### src/rtl/intc_regwin_pkg.sv
package intc_regwin_pkg;
  typedef enum logic [2:0] {
    IDX_NONE,
    IDX_ID,
    IDX_VER,
    IDX_ARB,
    IDX_TBL
  } idx_kind_e;

  localparam int unsigned ENTRY_W = 64;
  localparam int unsigned HALF_W  = 32;
endpackage

### src/rtl/intc_regwin_dec.sv
module intc_regwin_dec
  import intc_regwin_pkg::*;
#(
  parameter int unsigned SEL_W    = 8,
  parameter int unsigned NUM_PINS = 24,
  parameter int unsigned TBL_BASE = 16,
  parameter int unsigned ENT_W    = 5
) (
  input  logic [SEL_W-1:0] sel_i,
  output idx_kind_e        kind_o,
  output logic [ENT_W-1:0] ent_o,
  output logic             hi_o
);
  logic [SEL_W-1:0] rel;
  logic [SEL_W-2:0] ent_full;

  assign rel      = sel_i - SEL_W'(TBL_BASE);
  assign ent_full = rel[SEL_W-1:1];
  assign hi_o     = rel[0];
  assign ent_o    = ent_full[ENT_W-1:0];

  always_comb begin
    kind_o = IDX_NONE;
    if (sel_i == SEL_W'(0))      kind_o = IDX_ID;
    else if (sel_i == SEL_W'(1)) kind_o = IDX_VER;
    else if (sel_i == SEL_W'(2)) kind_o = IDX_ARB;
    else if (sel_i >= SEL_W'(TBL_BASE) && ent_full < (SEL_W-1)'(NUM_PINS))
      kind_o = IDX_TBL;
  end
endmodule

### src/rtl/intc_regwin_tbl.sv
module intc_regwin_tbl
  import intc_regwin_pkg::*;
#(
  parameter int unsigned NUM_PINS = 24,
  parameter int unsigned ENT_W    = 5,
  parameter int unsigned MASK_BIT = 16
) (
  input  logic                         clk_i,
  input  logic                         rst_ni,
  input  logic                         wr_i,
  input  logic [ENT_W-1:0]             ent_i,
  input  logic                         hi_i,
  input  logic [HALF_W-1:0]            wdata_i,
  output logic [NUM_PINS*ENTRY_W-1:0]  tbl_o
);
  localparam logic [ENTRY_W-1:0] RST_ENTRY = ENTRY_W'(1) << MASK_BIT;

  for (genvar g = 0; g < NUM_PINS; g++) begin : g_ent
    logic [ENTRY_W-1:0] ent_q;
    logic               hit;

    assign hit = wr_i && (ent_i == ENT_W'(g));

    always_ff @(posedge clk_i or negedge rst_ni) begin
      if (!rst_ni) begin
        ent_q <= RST_ENTRY;
      end else if (hit) begin
        if (hi_i) ent_q[ENTRY_W-1:HALF_W] <= wdata_i;
        else      ent_q[HALF_W-1:0]       <= wdata_i;
      end
    end

    assign tbl_o[g*ENTRY_W +: ENTRY_W] = ent_q;
  end
endmodule

### src/rtl/intc_regwin.sv
module intc_regwin
  import intc_regwin_pkg::*;
#(
  parameter int unsigned NUM_PINS  = 24,
  parameter int unsigned SEL_W     = 8,
  parameter int unsigned ID_W      = 4,
  parameter int unsigned ID_LSB    = 24,
  parameter int unsigned VER_CONST = 'h11,
  parameter int unsigned ENT_LSB   = 16,
  parameter int unsigned TBL_BASE  = 'h10,
  parameter int unsigned MASK_BIT  = 16,
  parameter logic [7:0]  SEL_OFS   = 8'h00,
  parameter logic [7:0]  WIN_OFS   = 8'h10
) (
  input  logic                         clk_i,
  input  logic                         rst_ni,
  input  logic [7:0]                   off_i,
  input  logic                         wr_en_i,
  input  logic                         rd_en_i,
  input  logic [2:0]                   size_i,
  input  logic [31:0]                  wdata_i,
  output logic [31:0]                  rdata_o,
  output logic                         rescan_o,
  output logic [NUM_PINS*64-1:0]       tbl_o
);
  localparam int unsigned ENT_W  = (NUM_PINS > 1) ? $clog2(NUM_PINS) : 1;
  localparam logic [31:0] VER_WORD = 32'(VER_CONST) | (32'(NUM_PINS - 1) << ENT_LSB);

  logic [SEL_W-1:0] sel_q;
  logic [ID_W-1:0]  id_q;
  logic [31:0]      rdata_q;
  logic             rescan_q;

  idx_kind_e        idx_kind;
  logic [ENT_W-1:0] idx_ent;
  logic             idx_hi;

  logic sel_hit, win_ok, win_wr, tbl_wr;
  logic [31:0] rd_val;

  assign sel_hit = (off_i == SEL_OFS);
  assign win_ok  = (off_i == WIN_OFS) && (size_i == 3'd4);
  assign win_wr  = wr_en_i && win_ok;
  assign tbl_wr  = win_wr && (idx_kind == IDX_TBL);

  intc_regwin_dec #(
    .SEL_W(SEL_W), .NUM_PINS(NUM_PINS), .TBL_BASE(TBL_BASE), .ENT_W(ENT_W)
  ) u_dec (
    .sel_i (sel_q),
    .kind_o(idx_kind),
    .ent_o (idx_ent),
    .hi_o  (idx_hi)
  );

  intc_regwin_tbl #(
    .NUM_PINS(NUM_PINS), .ENT_W(ENT_W), .MASK_BIT(MASK_BIT)
  ) u_tbl (
    .clk_i  (clk_i),
    .rst_ni (rst_ni),
    .wr_i   (tbl_wr),
    .ent_i  (idx_ent),
    .hi_i   (idx_hi),
    .wdata_i(wdata_i),
    .tbl_o  (tbl_o)
  );

  always_comb begin
    rd_val = '0;
    if (sel_hit) begin
      rd_val = 32'(sel_q);
    end else if (win_ok) begin
      unique case (idx_kind)
        IDX_ID, IDX_ARB: rd_val = 32'(id_q) << ID_LSB;
        IDX_VER:         rd_val = VER_WORD;
        IDX_TBL:         rd_val = tbl_o[int'(idx_ent)*64 + (idx_hi ? 32 : 0) +: 32];
        default:         rd_val = '0;
      endcase
    end
  end

  always_ff @(posedge clk_i or negedge rst_ni) begin
    if (!rst_ni) begin
      sel_q    <= '0;
      id_q     <= '0;
      rdata_q  <= '0;
      rescan_q <= 1'b0;
    end else begin
      rdata_q  <= rd_en_i ? rd_val : '0;
      rescan_q <= tbl_wr;
      if (wr_en_i && sel_hit) sel_q <= wdata_i[SEL_W-1:0];
      if (win_wr && idx_kind == IDX_ID) id_q <= wdata_i[ID_LSB +: ID_W];
    end
  end

  assign rdata_o  = rdata_q;
  assign rescan_o = rescan_q;
endmodule

### config.mk
export PLATFORM = sky130hd
export DESIGN_NAME = intc_regwin
export DESIGN_NICKNAME = d
export VERILOG_FILES = /design/src/rtl/intc_regwin_pkg.sv /design/src/rtl/intc_regwin_dec.sv /design/src/rtl/intc_regwin_tbl.sv /design/src/rtl/intc_regwin.sv
export SDC_FILE = /design/constraint.sdc
export NUM_CORES = 2
export LEC_CHECK = 0
export BUFFER_PORTS_ARGS = -buffer_cell sky130_fd_sc_hd__clkbuf_2
export CAP_MARGIN = 5
export CORE_AREA = 10 10 625 627
export DETAILED_ROUTE_END_ITERATION = 16
export DIE_AREA = 0 0 635 637
export PLACE_DENSITY = 0.38
export SLEW_MARGIN = 20
export SYNTH_ARGS = -nofsm -noshare
export SYNTH_HDL_FRONTEND = slang
export SYNTH_HIERARCHICAL = 1
export SYNTH_SLANG_ARGS = --single-unit
### constraint.sdc
create_clock -name clk_i -period 6.45 [get_ports clk_i]
set_input_delay 0.3225 -clock clk_i [delete_from_list [all_inputs] [get_ports clk_i]]
set_output_delay 0.3225 -clock clk_i [all_outputs]
set_load 0.02 [all_outputs]
==> results.md <==
- The type of the setup path with the least slack is reg2reg.
- For this run, the leading register cell type out of synthesis is sky130_fd_sc_hd__dfrtp_1.
- The area growth from synthesis to layout is 28.9%.
- The net count after synthesis is 4,712.
- The number of warnings reported in the yosys synthesis log is 6.
- Counting the buffers created by CTS gives 206.
- Setup repair after global routing left no endpoint under its margin.
- The initial utilization of the core area, before any placement, comes to 0.191.
- The maximum number of pins on one net before global-route repair is 166.
- The synthesized design spends more area on one cell type than any other, namely sky130_fd_sc_hd__dfrtp_1.
- The count of maximum capacitance violations is 0.
- The switching component of the power is 5.87 mW.
- After global routing the overflow that remains totals 0.
- The count of TritonRoute iterations in the first routing pass is 5.
- In the global route stage, overall resource usage came out at 0.219.
- The number of enable-type register cells in the synthesized netlist is 0.
- The fill cell instance count of the final layout is 39,900.
- The total negative setup slack is 0 ns.
- The clock tree from TritonCTS is built.
- The mean instance size in the synthesized netlist is 15.5 um2.
- The met3 track demand over resource in global routing is 0.0481.
- The number of DRC violations after detailed-routing iteration 0 is 4,111.
- The floorplan step defined a die boundary enclosing 404,000 um2.
- The placed instances occupy a cell area of 86,200 um2.
- The worst-case headroom to the max-slew limit is 0.209.
- The critical path arrival is 5.11 ns.
- At the worst endpoint, the required time is 7.19 ns.
- For this run, the share of the core covered by cells in the final layout is 0.246.
- For the pin with the worst max-slew slack, the measured transition is 1.19 ns.
- Of the post-synthesis cell area, the dominant cell type holds 0.540.
- The cell area after layout is 93,000 um2.
- Post-CTS repair changed the size of 0 cells.
- The startpoint kind of the worst setup timing path is a flop.
- The routed wire length per instance is 40.6 um.
- Ranked by total cell area, the synthesized netlist is headed by sky130_fd_sc_hd__dfrtp_1 (54%), sky130_fd_sc_hd__mux2_2 (24%), sky130_fd_sc_hd__mux4_2 (10%).
- The leakage power total is 46.6 nW.
- The maximum fanout count along the critical path is 23.
- The cell-internal power is 16.9 mW.
- The worst register-to-register path begins at sel_q[4].
- The synthesized instance count is 4,663.
- The worst setup slack after placement is 2.03 ns.
- Based on the critical path, the design can be clocked at up to 0.229 GHz.
- In the final layout, the multi-input gates occupy 30,600 um2.
- The power density relative to cell area is 245 nW/um2.
- Summed over all nets, the half-perimeter wirelength after detailed placement is 342,000 um.
- The tree is rooted in a sky130_fd_sc_hd__clkbuf_16.
- In the final layout, flip-flops and latches occupy 39,600 um2.
- For this design, the CTS-stage hold fixing added 3 buffers.
- The worst register-to-register path has a depth of 11.
- The count of cells in the finished layout, fillers not included, comes to 11,400.
- The flip-flop and latch count after synthesis is 1,581.
- The final setup violation count is 0.
- The library cell used most frequently in the layout, excluding fill and tap cells, is sky130_fd_sc_hd__clkbuf_2.
- The clock passes through at most 4 buffers.
- The number of endpoints with negative hold slack in the final report is 0.
- The endpoint identified for the worst register-to-register timing path is u_tbl/g_ent[16].ent_q[40].
- The routed via count divided by cell count is 4.57.
- The remaining number of nets flagged by the antenna check after routing is 0.
- The smallest clock period supported by the final layout is computed as 4.36 ns.
- Of the total power, registers draw 0.436.
- The number of library cell types mapped by synthesis is 74.
- Across all layers, the routed design uses 52,000 vias.
- Of the available clock period, the critical path in the final layout requires 0.677.
- The TritonCTS sink count is 1,581.
- The cell total after placement is 11,000.
- The first global-routing pass estimated 599,000 um of wire.
- The count of input and output buffers is 1,615.
- Setup slack on the worst reg-to-reg path comes out at 2.09 ns.
- The total area inside the core boundary comes to 378,000 um2.
- Clock-pin slew was measured on the worst setup and hold paths at 0.06 ns.
- The final layout contains routed wiring with a total length of 463,000 um.
- The count of pins over their slew limit came to 0.
- The number of antenna violations at the first check in global routing is 46.
- The top cell types in the final layout, fill and taps aside, are sky130_fd_sc_hd__clkbuf_2 (1,611), sky130_fd_sc_hd__dfrtp_1 (1,553), sky130_fd_sc_hd__mux2_2 (1,545), sky130_fd_sc_hd__mux4_2 (327), sky130_fd_sc_hd__clkbuf_16 (207).
- For this run, the post-layout net count is 6,247.
- The tightest min-delay check is of the in2async type.
- The flow ran to the end, and the final reports show no timing, DRC or antenna violations.
- Measured along the y axis, the die boundary spans 637 um.
- Between clock sinks in the finished design, the worst skew comes to 0.0654 ns.
- VDD sags by at most 0.211 mV.
- In the post-route analysis, the smallest setup slack over all paths is 2.09 ns.
- The global routing met1 resource utilization is 0.265.
- The mapped netlist covers 72,200 um2.
- The fraction of the yosys area taken by sequential cells is 0.549.
- For this run, global-route usage on met2 was measured as 0.384.
- The worst setup path is captured at a flop.
- The width of the die is 635 um.
- Of the total power, the share spent switching nets is 0.258.
- Buffers added to address setup during post-CTS repair amount to 0.
- The number of primary I/O pins is 1,616.
- The depth of the CTS H-tree is 4.
- For the worst-skew pair, the clock arrives at the later sink with an insertion delay of 0.92 ns.
- The number of global-route vias before repair is 54,300.
- The global routing's busiest layer is met2.
- Of the total power, the clock network draws 0.517.
- The share of post-route cells with drive strength above 1 is 0.643.
- The post-detailed-route DRC marker count is 0.
- Routability-driven placement finished with a final weighted congestion of 0.848.
- The proportion of register bits with asynchronous set or reset after synthesis is 1.00.
- The fraction of power consumed by combinational cells is 0.047.
- Row generation in the floorplan step produced 226 rows.
layout make-up:
class | count | share of cell area
Sequential cell | 1581 | 0.426
Clock inverter | 61 | 0.00784
Timing Repair Buffer | 1792 | 0.105
Tap cell | 5016 | 0.0675
Antenna cell | 15 | 0.000404
Multi-Input combinational cell | 2605 | 0.329
Clock buffer | 306 | 0.0643
Inverter | 12 | 0.000592
layer usage:
| metal | part of all wire | wire length, um | vias to the layer above |
|---|---|---|---|
| met1 | 0.40 | 185000 | 29000 |
| met3 | 0.060 | 27700 | 503 |
| li1 | - | - | 20500 |
| met2 | 0.50 | 231000 | 1960 |
| met4 | 0.041 | 19200 | 2 |
| met5 | 0.000028 | 13 | - |
state kept, by name (all words and copies together) (netlist names):
name	count
u_tbl/g_ent.ent_q	1536
rdata_o	32
sel_q	8
id_q	4
rescan_o	1
power groups by stage:
stage          registers, mW  clock network [mW]  logic, mW
3_3_place_gp            10.1                   0       1.10
4_1_cts                 9.94                12.1       1.11
3_5_place_dp            10.1                   0       1.11
6_report                9.94                11.8       1.06
5_1_grt                 9.93                12.5       1.15
2_1_floorplan           10.1                   0      0.449
cell families (layout without fill, tap and decap cells):
family,count (synthesis),after routing,synth area share
and+or+nand+nor,289,289,0.0211
muxes,2074,2074,0.372
DFF,1581,1581,0.549
xor gates and xnor gates,1,1,0.000121
other,0,15,0
AOI/OAI and AO/OA,239,239,0.0241
buffers and inverters,477,2171,0.0338
adders and majority gates,2,2,0.000347
Yosys cell counts, drive strengths merged (24+ instances only):
| cell type | n |
|---|---|
| a21oi | 45 |
| a221oi | 27 |
| a22oi | 42 |
| buf | 266 |
| clkbuf | 199 |
| dfrtp | 1557 |
| dfstp | 24 |
| mux2 | 1562 |
| mux2i | 184 |
| mux4 | 328 |
| nand2 | 151 |
| nand3 | 30 |
| nor2 | 28 |
| o21ai | 38 |
worst max path at each step:
stage	end	slack (ns)	start	cells past startpoint
floorplan	u_tbl/g_ent[23].ent_q[41]	3.20	sel_q[4]	12
global placement	u_tbl/g_ent[19].ent_q[32]	2.01	sel_q[4]	10
detailed placement	u_tbl/g_ent[6].ent_q[1]	2.03	sel_q[4]	11
CTS	u_tbl/g_ent[19].ent_q[33]	2.00	sel_q[4]	10
global route	u_tbl/g_ent[19].ent_q[32]	1.83	sel_q[4]	10
finish	u_tbl/g_ent[16].ent_q[40]	2.09	sel_q[4]	11
critical path, cell delays in order, from the launching register on:
cell	delay [ns]
sky130_fd_sc_hd__dfrtp_1	0.45
sky130_fd_sc_hd__inv_6	0.18
sky130_fd_sc_hd__ha_1	0.22
sky130_fd_sc_hd__or4b_4	0.49
sky130_fd_sc_hd__nor3_2	0.51
sky130_fd_sc_hd__nand4bb_1	0.25
sky130_fd_sc_hd__nor2_1	0.09
sky130_fd_sc_hd__buf_4	0.21
sky130_fd_sc_hd__and3b_1	0.41
sky130_fd_sc_hd__nand2_4	0.32
sky130_fd_sc_hd__buf_4	0.59
sky130_fd_sc_hd__mux2_2	0.41
stage by stage:
| stage | hold WS, ns | total power, mW |
|---|---|---|
| 2_1_floorplan | 0.0269 | 10.6 |
| 3_3_place_gp | 0.408 | 11.2 |
| 3_5_place_dp | 0.407 | 11.2 |
| 4_1_cts | 0.0452 | 23.2 |
| 5_1_grt | 0.0816 | 23.6 |
| 6_report | 0.0817 | 22.8 |
Power figures use the tool's default switching activity.
